==> src/rtl/sdl_pkg.sv <==
package sdl_pkg;
   typedef enum logic {SRC_FRAME = 1'b0, SRC_TRAIN = 1'b1} bnd_src_e;

   function automatic int unsigned slip_bits(input int unsigned w);
      return (w <= 2) ? 1 : $clog2(w);
   endfunction
endpackage

==> src/rtl/sdl_framer.sv <==
module sdl_framer #(
   parameter int unsigned WORD_W = 10
) (
   input  logic clk,
   input  logic rst_n,
   input  logic lock_in,
   input  logic frame_in,
   output logic frame_pt,
   output logic drop_q
);
   localparam int unsigned CW = $clog2(WORD_W);

   logic [CW-1:0] cnt;
   logic          frame_q;
   logic          off_edge;

   assign off_edge = lock_in && frame_in && !frame_q && (cnt != '0);
   assign frame_pt = lock_in && !off_edge && (cnt == CW'(WORD_W - 1));

   always_ff @(posedge clk) begin
      if (!rst_n) begin
         cnt     <= '0;
         frame_q <= 1'b0;
         drop_q  <= 1'b0;
      end else begin
         frame_q <= frame_in;
         if (!lock_in) begin
            cnt    <= '0;
            drop_q <= 1'b0;
         end else if (off_edge) begin
            cnt    <= CW'(1);
            drop_q <= 1'b1;
         end else if (cnt == CW'(WORD_W - 1)) begin
            cnt    <= '0;
            drop_q <= 1'b0;
         end else begin
            cnt <= cnt + 1'b1;
         end
      end
   end

   p_count_range_r2: assert property (@(posedge clk) disable iff (!rst_n)
      cnt <= CW'(WORD_W - 1));
   p_resync_r3: assert property (@(posedge clk) disable iff (!rst_n)
      off_edge |=> (cnt == CW'(1)) && drop_q);
   p_unlock_count_r4: assert property (@(posedge clk) disable iff (!rst_n)
      !lock_in |=> (cnt == '0) && !drop_q);
endmodule

==> src/rtl/sdl_lane_shift.sv <==
module sdl_lane_shift #(
   parameter int unsigned WORD_W = 10
) (
   input  logic                       clk,
   input  logic                       rst_n,
   input  logic                       lock_in,
   input  logic                       bit_in,
   output logic [WORD_W*WORD_W-1:0]   windows
);
   localparam int unsigned SW = 2 * WORD_W - 2;

   logic [SW-1:0] hist_q;
   logic [SW:0]   hist_nx;

   assign hist_nx = {hist_q, bit_in};

   always_ff @(posedge clk) begin
      if (!rst_n || !lock_in) hist_q <= '0;
      else                    hist_q <= hist_nx[SW-1:0];
   end

   for (genvar s = 0; s < WORD_W; s++) begin : g_win
      assign windows[s*WORD_W +: WORD_W] = hist_nx[s +: WORD_W];
   end

   p_unlock_flush_r4: assert property (@(posedge clk) disable iff (!rst_n)
      !lock_in |=> (hist_q == '0));
endmodule

==> src/rtl/sdl_lane_align.sv <==
module sdl_lane_align #(
   parameter int unsigned      WORD_W       = 10,
   parameter logic [WORD_W-1:0] SYNC_WORD   = 10'b1000101010,
   parameter int unsigned      MATCH_FRAMES = 3
) (
   input  logic                            clk,
   input  logic                            rst_n,
   input  logic                            lock_in,
   input  logic                            train_on,
   input  logic                            frame_pt,
   input  logic [WORD_W*WORD_W-1:0]        windows,
   output logic                            aligned,
   output logic [sdl_pkg::slip_bits(WORD_W)-1:0] slip
);
   localparam int unsigned SB = sdl_pkg::slip_bits(WORD_W);
   localparam int unsigned MB = $clog2(MATCH_FRAMES + 1);

   logic [WORD_W-1:0] hits;
   logic [SB-1:0]     first_s;
   logic [SB-1:0]     cand;
   logic [MB-1:0]     mcnt;
   logic              hit_cur;
   logic              any_hit;

   for (genvar s = 0; s < WORD_W; s++) begin : g_cmp
      assign hits[s] = (windows[s*WORD_W +: WORD_W] == SYNC_WORD);
   end

   assign any_hit = |hits;

   always_comb begin
      first_s = '0;
      hit_cur = 1'b0;
      for (int s = WORD_W - 1; s >= 0; s--) begin
         if (hits[s]) first_s = SB'(s);
         if (slip == SB'(s)) hit_cur = hits[s];
      end
   end

   always_ff @(posedge clk) begin
      if (!rst_n || !lock_in) begin
         aligned <= 1'b0;
         slip    <= '0;
         cand    <= '0;
         mcnt    <= '0;
      end else if (frame_pt && train_on) begin
         if (aligned) begin
            if (!hit_cur) begin
               aligned <= 1'b0;
               mcnt    <= '0;
            end
         end else if (any_hit) begin
            if (mcnt != '0 && first_s == cand) begin
               mcnt <= mcnt + 1'b1;
               if (mcnt == MB'(MATCH_FRAMES - 1)) begin
                  aligned <= 1'b1;
                  slip    <= first_s;
               end
            end else begin
               cand <= first_s;
               mcnt <= MB'(1);
            end
         end else begin
            mcnt <= '0;
         end
      end
   end

   p_rise_in_train_r5: assert property (@(posedge clk) disable iff (!rst_n)
      $rose(aligned) |-> $past(train_on && frame_pt && lock_in));
   p_fail_clears_r7: assert property (@(posedge clk) disable iff (!rst_n)
      (lock_in && frame_pt && train_on && aligned && !hit_cur) |=> !aligned);
   p_unlock_clears_r4: assert property (@(posedge clk) disable iff (!rst_n)
      !lock_in |=> !aligned);
   p_slip_held_r8: assert property (@(posedge clk) disable iff (!rst_n)
      (lock_in && !train_on && aligned) |=> aligned && $stable(slip));
endmodule

==> src/rtl/quad_lane_deser.sv <==
module quad_lane_deser #(
   parameter int unsigned       LANES        = 4,
   parameter int unsigned       WORD_W       = 10,
   parameter logic [WORD_W-1:0] SYNC_WORD    = 10'b1000101010,
   parameter int unsigned       MATCH_FRAMES = 3
) (
   input  logic                      clk,
   input  logic                      rst_n,
   input  logic                      lock_in,
   input  logic                      frame_in,
   input  logic                      use_train,
   input  logic                      train_mode,
   input  logic [LANES-1:0]          lane_in,
   output logic [LANES*WORD_W-1:0]   out_words,
   output logic                      out_valid,
   output logic [LANES-1:0]          lane_aligned
);
   import sdl_pkg::*;

   localparam int unsigned SB = slip_bits(WORD_W);
   localparam int unsigned WW = WORD_W * WORD_W;

   if (LANES < 1) begin : g_bad_lanes
      $error("LANES must be at least 1");
   end
   if (WORD_W < 2) begin : g_bad_width
      $error("WORD_W must be at least 2");
   end
   if (MATCH_FRAMES < 2) begin : g_bad_match
      $error("MATCH_FRAMES must be at least 2");
   end

   bnd_src_e                 src;
   logic                     frame_pt;
   logic                     drop_q;
   logic                     all_rdy;
   logic [LANES*WORD_W-1:0]  words_now;

   assign src = bnd_src_e'(use_train);

   sdl_framer #(.WORD_W(WORD_W)) u_framer (
      .clk      (clk),
      .rst_n    (rst_n),
      .lock_in  (lock_in),
      .frame_in (frame_in),
      .frame_pt (frame_pt),
      .drop_q   (drop_q)
   );

   for (genvar l = 0; l < LANES; l++) begin : g_lane
      logic [WW-1:0] win;
      logic [SB-1:0] slip;
      logic [SB-1:0] sel;

      sdl_lane_shift #(.WORD_W(WORD_W)) u_shift (
         .clk     (clk),
         .rst_n   (rst_n),
         .lock_in (lock_in),
         .bit_in  (lane_in[l]),
         .windows (win)
      );

      sdl_lane_align #(
         .WORD_W       (WORD_W),
         .SYNC_WORD    (SYNC_WORD),
         .MATCH_FRAMES (MATCH_FRAMES)
      ) u_align (
         .clk      (clk),
         .rst_n    (rst_n),
         .lock_in  (lock_in),
         .train_on (train_mode),
         .frame_pt (frame_pt),
         .windows  (win),
         .aligned  (lane_aligned[l]),
         .slip     (slip)
      );

      assign sel = (src == SRC_TRAIN) ? slip : '0;

      always_comb begin
         words_now[l*WORD_W +: WORD_W] = win[WORD_W-1:0];
         for (int s = 0; s < WORD_W; s++) begin
            if (sel == SB'(s)) words_now[l*WORD_W +: WORD_W] = win[s*WORD_W +: WORD_W];
         end
      end
   end

   assign all_rdy = (src == SRC_TRAIN) ? &lane_aligned : 1'b1;

   always_ff @(posedge clk) begin
      if (!rst_n) begin
         out_valid <= 1'b0;
         out_words <= '0;
      end else if (frame_pt && all_rdy && !drop_q) begin
         out_valid <= 1'b1;
         out_words <= words_now;
      end else begin
         out_valid <= 1'b0;
      end
   end

   p_single_pulse_r9: assert property (@(posedge clk) disable iff (!rst_n)
      out_valid |=> !out_valid);
   p_words_hold_r9: assert property (@(posedge clk) disable iff (!rst_n)
      !out_valid |-> $stable(out_words));
   p_no_valid_unlocked_r4: assert property (@(posedge clk) disable iff (!rst_n)
      !lock_in |=> !out_valid);
endmodule

==> config.mk <==
export PLATFORM = sky130hd
export DESIGN_NAME = quad_lane_deser
export DESIGN_NICKNAME = d
export VERILOG_FILES = /design/src/rtl/sdl_pkg.sv /design/src/rtl/sdl_framer.sv /design/src/rtl/sdl_lane_shift.sv /design/src/rtl/sdl_lane_align.sv /design/src/rtl/quad_lane_deser.sv
export SDC_FILE = /design/constraint.sdc
export NUM_CORES = 1
export LEC_CHECK = 0
export ABC_AREA = 1
export BUFFER_PORTS_ARGS = -buffer_cell sky130_fd_sc_hd__buf_2
export CAP_MARGIN = 0
export CORE_MARGIN = 2
export CORE_UTILIZATION = 60
export CTS_CLUSTER_SIZE = 16
export DETAILED_ROUTE_END_ITERATION = 10
export PLACE_DENSITY_LB_ADDON = 0.15
export REMOVE_ABC_BUFFERS = 1
export SKIP_LAST_GASP = 1
export SLEW_MARGIN = 20
export SYNTH_ARGS = -nofsm -noshare
export SYNTH_HDL_FRONTEND = slang
export SYNTH_HIERARCHICAL = 1
export SYNTH_SLANG_ARGS = --single-unit
==> constraint.sdc <==
create_clock -name clk -period 4.66 [get_ports clk]
set_clock_uncertainty 0.15 [all_clocks]
set_input_delay 1.398 -clock clk [delete_from_list [all_inputs] [get_ports clk]]
set_output_delay 1.398 -clock clk [all_outputs]
set_load 0.005 [all_outputs]
# [Yosys cells after proc, flatten, opt, wreduce, memory -nomap -nowiden]
# Cells that the tools add are included.
[classes] n_addsub=5 n_eq_ne=125 n_mux=162 n_bitwise=10 n_reduce_logical=47
[op_table] operator="10-bit equality test (second input constant)" n=40
[op_table] operator="10-bit 2-to-1 mux" n=36
[op_table] operator="4-bit 2-to-1 mux" n=44
[op_table] operator="4-bit by 3-bit equality test with 1-bit output (second input constant)" n=32
[op_table] operator="4-bit equality test (second input constant)" n=17
[op_table] operator="1-bit 2-to-1 mux" n=66
[op_table] operator="4-bit by 2-bit equality test with 1-bit output (second input constant)" n=16
[op_table] operator="10-bit OR reduction" n=4
[op_table] operator="4-bit by 1-bit equality test with 1-bit output (second input constant)" n=8
[op_table] operator="2-bit 2-to-1 mux" n=16
[op_table] operator="4-bit AND reduction" n=5
[op_table] operator="5-bit AND reduction" n=4
[op_table] operator="4-bit equality test" n=4
[op_table] operator="4-bit logical NOT" n=4
[op_table] operator="1-bit logical AND" n=12
[op_table] operator="1-bit inverter" n=10
[op_table] operator="2-bit AND reduction" n=5
[op_table] operator="2-bit nonzero test" n=5
[op_table] operator="2-bit by 1-bit adder with 2-bit output (second input constant)" n=4
[op_table] operator="2-bit equality test (second input constant)" n=4
[op_table] operator="2-bit inequality test (second input constant)" n=4
[op_table] operator="1-bit logical NOT" n=5
[op_table] operator="4-bit by 1-bit adder with 4-bit output (second input constant)" n=1
[op_table] operator="4-bit nonzero test" n=1
[op_table] operator="other kinds (2)" n=2
[totals] register_bits=163 inputBits=10 out_inout_bits=45

# [Logic depth before layout (Yosys ltp)]
[logic_depth] word_depth=16 depth_mapped=20

# [Modules after synthesis]
# The synthesis kept the hierarchy.
[by_module_without_submodules] module="quad_lane_deser" n_inst=1 cells_each=1183 area_per_inst_um2=5967.0 seq_area_each_um2=820.8
[by_module_without_submodules] module="sdl_lane_align" n_inst=4 cells_each=267 area_per_inst_um2=1393.8 seq_area_each_um2=220.2
[by_module_without_submodules] module="sdl_lane_shift" n_inst=4 cells_each=138 area_per_inst_um2=1128.6 seq_area_each_um2=360.3
[by_module_without_submodules] module="sdl_framer" n_inst=1 cells_each=42 area_per_inst_um2=314.1 seq_area_each_um2=120.1

# [Worst setup path after synthesis]
# OpenSTA, ideal clock, no wires.
[synth_timing] path_kind="input-to-reg" from="input port use_train" to="register out_words[29]" setup_time_ns=0.132 arrival_ns=2.698 required_time_ns=4.378 setup_slack_ns=1.679 path_stages=14 cell_sequence="buf_6 buf_12 o21ai_2 nand2_1 buf_2 or2_1 nand3_1 nand2_1 nand2_1 nand2_1 nand2_1 nand2_1 nand2_1 a21oi_1"
[synth_via] elab_chain_len=11 elab_cells_between_ends=22
[synth_rtl] element="start, declared" line="quad_lane_deser.sv:11" rtl="input logic use_train,"
[synth_rtl] element="4-bit 2-to-1 mux" line="quad_lane_deser.sv:78" rtl="assign sel = (src == SRC_TRAIN) ? slip : '0;"
[synth_rtl] element="4-bit by 1-bit equality test with 1-bit output" line="quad_lane_deser.sv:83" rtl="if (sel == SB'(s)) words_now[l*WORD_W +: WORD_W] = win[s*WORD_W +: WORD_W];"
[synth_rtl] element="10-bit 2-to-1 mux (9 in a row)" line="quad_lane_deser.sv:83"
[synth_rtl] element="end signal, assigned" line="quad_lane_deser.sv:96" rtl="out_words <= words_now;"
[synth_rtl] element="end, declared" line="quad_lane_deser.sv:14" rtl="output logic [LANES*WORD_W-1:0] out_words,"
# Several ways; a longest one is shown, not always the timed one.
# A chain may end at the register's enable or synchronous reset.

# [Final worst setup path]
[layout_timing] from="input port use_train" to="register out_words[0]"
# Same word-level chain as after synthesis.

==> impl_results.md <==
* Clk Latency, worst-skew pair at 0.44 ns
* Class of the most critical hold timing path: reg -> reg
* Part of the Yosys area used for sequential elements at 19.9%
* Post-route ant nets at 0
* Period utilisation layout at 74.0%
* Post-route DRC violation count at 0
* # Max-Cap Violations at 0
* First-pass GRT wire length at 61900 um
* Worst reg2reg endpoint: g_lane[3].u_align/cand[3]$_SDFFE_PP0P_
* HPWL Detailed at 24900 um
* Number of DRC markers after the initial detailed-route iteration at 1172
* RSZ-0062 raised after global routing: false
* Highest achievable clock rate at 290 MHz
* Worst setup slack for register-to-register paths at 1.77 ns
* Data arrival time of the critical path at 3.59 ns
* Port-buffer cells at 54
* Floorplan die width at 169 um
* TritonCTS Buffers at 17
* Measured slew at the worst slew-check pin at 0.900 ns
* Final standard cell utilization of the core at 55.5%
* Routed length on met1 at 17100 um
* Count of unique library cells instantiated by Yosys at 43
* Leak at 6.98 nW
* H-Tree Depth at 4
* Number of antenna diodes at 0
* Post-CTS setup buffer count at 0
* Overall routing resource usage at 25.5%
* Biggest area contributors in the synthesized netlist: dfxtp_1 20%, nand2_1 16%, buf_4 15%
* Hold-fix buffers, CTS at 0
* Clk root buf: clkbuf_16
* Clock tree from TritonCTS: built
* Worst-case reg-to-reg path depth at 14
* Cell type with the largest total area after synthesis: dfxtp_1
* Clock transition time at the flip-flop clock pins of the worst setup and hold paths at 0.06 ns
* Maximum number of pins on one net before global-route repair at 62
* Initial standard-cell utilization of the core at 60.9%
* Total die area at 0.0286 sq mm
* Maximum root-to-sink buffer count at 2
* Detailed-routing iteration count for the pre-antenna-repair pass at 6
* Library cell with the highest instance count after synthesis: nand2_1
* DR top layer: met4
* Per-instance average area after synthesis at 5.75 sq um
* Area overhead of the layout relative to synthesis at -8.90%
* Chip Height at 169 um
* Netlist area before placement at 0.0164 sq mm
* Nature of the critical path endpoint: flop
* Share of cells above drive strength 1 at 9.37%
* Crit Path Class: in -> reg
* Fin. Hold Viols at 0
* Top cells by instance count after synthesis: 697 x nand2_1, 459 x inv_1, 380 x nor2_1, 328 x buf_4, 175 x a21oi_1
* Endpoint required time on the critical path at 4.81 ns
* Number of cells upsized or downsized after cts at 0
* Setup Viol. Count Final at 0
* Post-synth top area share at 19.9%
* Hold Path Cell Cnt at 2
* Filler Cell Count at 2808
* Reg2reg start: g_lane[3].u_shift/hist_q[8]$_SDFF_PP0_
* Count of mapped cells out of synthesis at 2845
* Initial antenna violation count at 0
* Number of ports placed on the die boundary at 55
* Capture endpoint of the worst hold path: u_framer/drop_q$_SDFFE_PN0P_
* Number of max-slew violations in the final report at 0
* Final routed wire length divided by cell count at 12.4 um
* Total number of placement rows at 60
* Number of flops mapped to enable cells by yosys at 0
* Via count at 14600
* Startpoint Class: input port
* Final period demand of the worst path at 3.45 ns
* Core area at 0.0269 sq mm
* Top_reg_cell synth: dfxtp_1
* Headroom to the max-slew limit at 39.9%
* GP Congestion at 0.890
* Total length of routed wires at 36000 um
* Share of synthesized flip-flops with an asynchronous set or reset at 0%
* Worst VDD drop at 0.000153 V
* Warnings from Yosys at 6
* Total of flip-flops plus latches after synthesis at 163
* Met3 wire length at 1650 um
* Result of the run: complete, no violations
* Largest driver fanout on the critical path at 25
* Number of global-route vias before repair at 13200
* Final total negative setup slack at 0 ns
* Grt total ovfl at 0
* Final-stage net count at 2558
* Vias/cell at 5.05
* Total power divided by cell area at 200 mW/mm^2
* Total length of routed met2 wires at 16800 um
* Start point of the worst hold path: u_framer/drop_q$_SDFFE_PN0P_
* Clk sink count at 163
==> metrics by stage <==
stage	cells	power [mW]	hold WS, ns	setup slack [ns]	cell area, sq um
global route	2891	3.08	0.325	0.965	14900
detailed placement	2859	1.51	0.277	0.791	14300
CTS	2891	3.02	0.293	1.24	14900
finish	2891	2.98	0.288	1.21	14900
global placement	2859	1.51	0.281	0.800	14300
floorplan	2461	1.48	0.260	0.714	13600
==> area by class of cell <==
| class | count | area, sq um | area share, % |
|---|---|---|---|
| clock buffer | 19 | 443 | 2.97 |
| clock inverter | 13 | 175 | 1.17 |
| inverter | 487 | 1830 | 12.3 |
| multi-input combinational | 1811 | 8480 | 56.9 |
| sequential | 163 | 3260 | 21.9 |
| tap | 341 | 427 | 2.86 |
| timing repair buffer | 57 | 293 | 1.96 |
==> flip-flops by register name (all words and copies together), names as in the netlist <==
signal and count:
g_lane.u_align/aligned 4, g_lane.u_align/cand 16, g_lane.u_align/mcnt 8, g_lane.u_align/slip 16, g_lane.u_shift/hist_q 72, out_valid 1
out_words 40, u_framer/cnt 4, u_framer/drop_q 1, u_framer/frame_q 1
==> critical path: stages <==
cell	delay, ns
buf_2	0.53
nand2_1	0.15
nand3_1	0.10
inv_1	0.09
nand2_1	0.32
clkinv_1	0.36
a21oi_1	0.21
nand2_1	0.09
nand2_1	0.06
nand2_1	0.05
nand2_1	0.06
nand2_1	0.05
nand2_1	0.06
a21oi_1	0.05
==> how the worst max path moves through the flow <==
stage,start,endpoint,slack [ns],depth (start not counted)
6_report,use_train,out_words[0]$_SDFFE_PN0P_,1.21,14
5_1_grt,use_train,out_words[14]$_SDFFE_PN0P_,0.96,16
4_1_cts,use_train,out_words[5]$_SDFFE_PN0P_,1.24,16
3_5_place_dp,use_train,out_words[5]$_SDFFE_PN0P_,0.79,16
3_3_place_gp,use_train,out_words[5]$_SDFFE_PN0P_,0.80,16
2_1_floorplan,lock_in,out_words[0]$_SDFFE_PN0P_,0.71,9
==> metal layers <==
metal / global-route usage [%] / vias up
li1: - / 7765
met1: 34.5 / 6447
met2: 43.3 / 355
met5: 0 / -
met3: 2.96 / 32
met4: 6.09 / 0
==> cell families after synthesis <==
logic type,Yosys count,share of synthesized area [%]
compound gates,356,11.7
xor+xnor,5,0.451
fa+ha+maj,11,0.841
buf+inv,871,28.2
flops,163,19.9
simple gates,1439,38.8
==> report_power, final <==
part	switching, mW	internal [mW]	leakage, nW
clock	0.633	0.870	0.294
sequential	0.00523	1.40	1.31
combinational	0.0561	0.0196	5.37
==> placed cells by master (no fill, tap or decap), types with 30 or more instances in the layout <==
cell,count
nand2_2,46
or2_2,30
nor2_1,380
nor3_1,32
nand2_1,697
o21ai_0,123
buf_2,54
inv_1,459
a21oi_1,175
nand3_1,151
dfxtp_1,163
(Power assumes the default switching activity.)
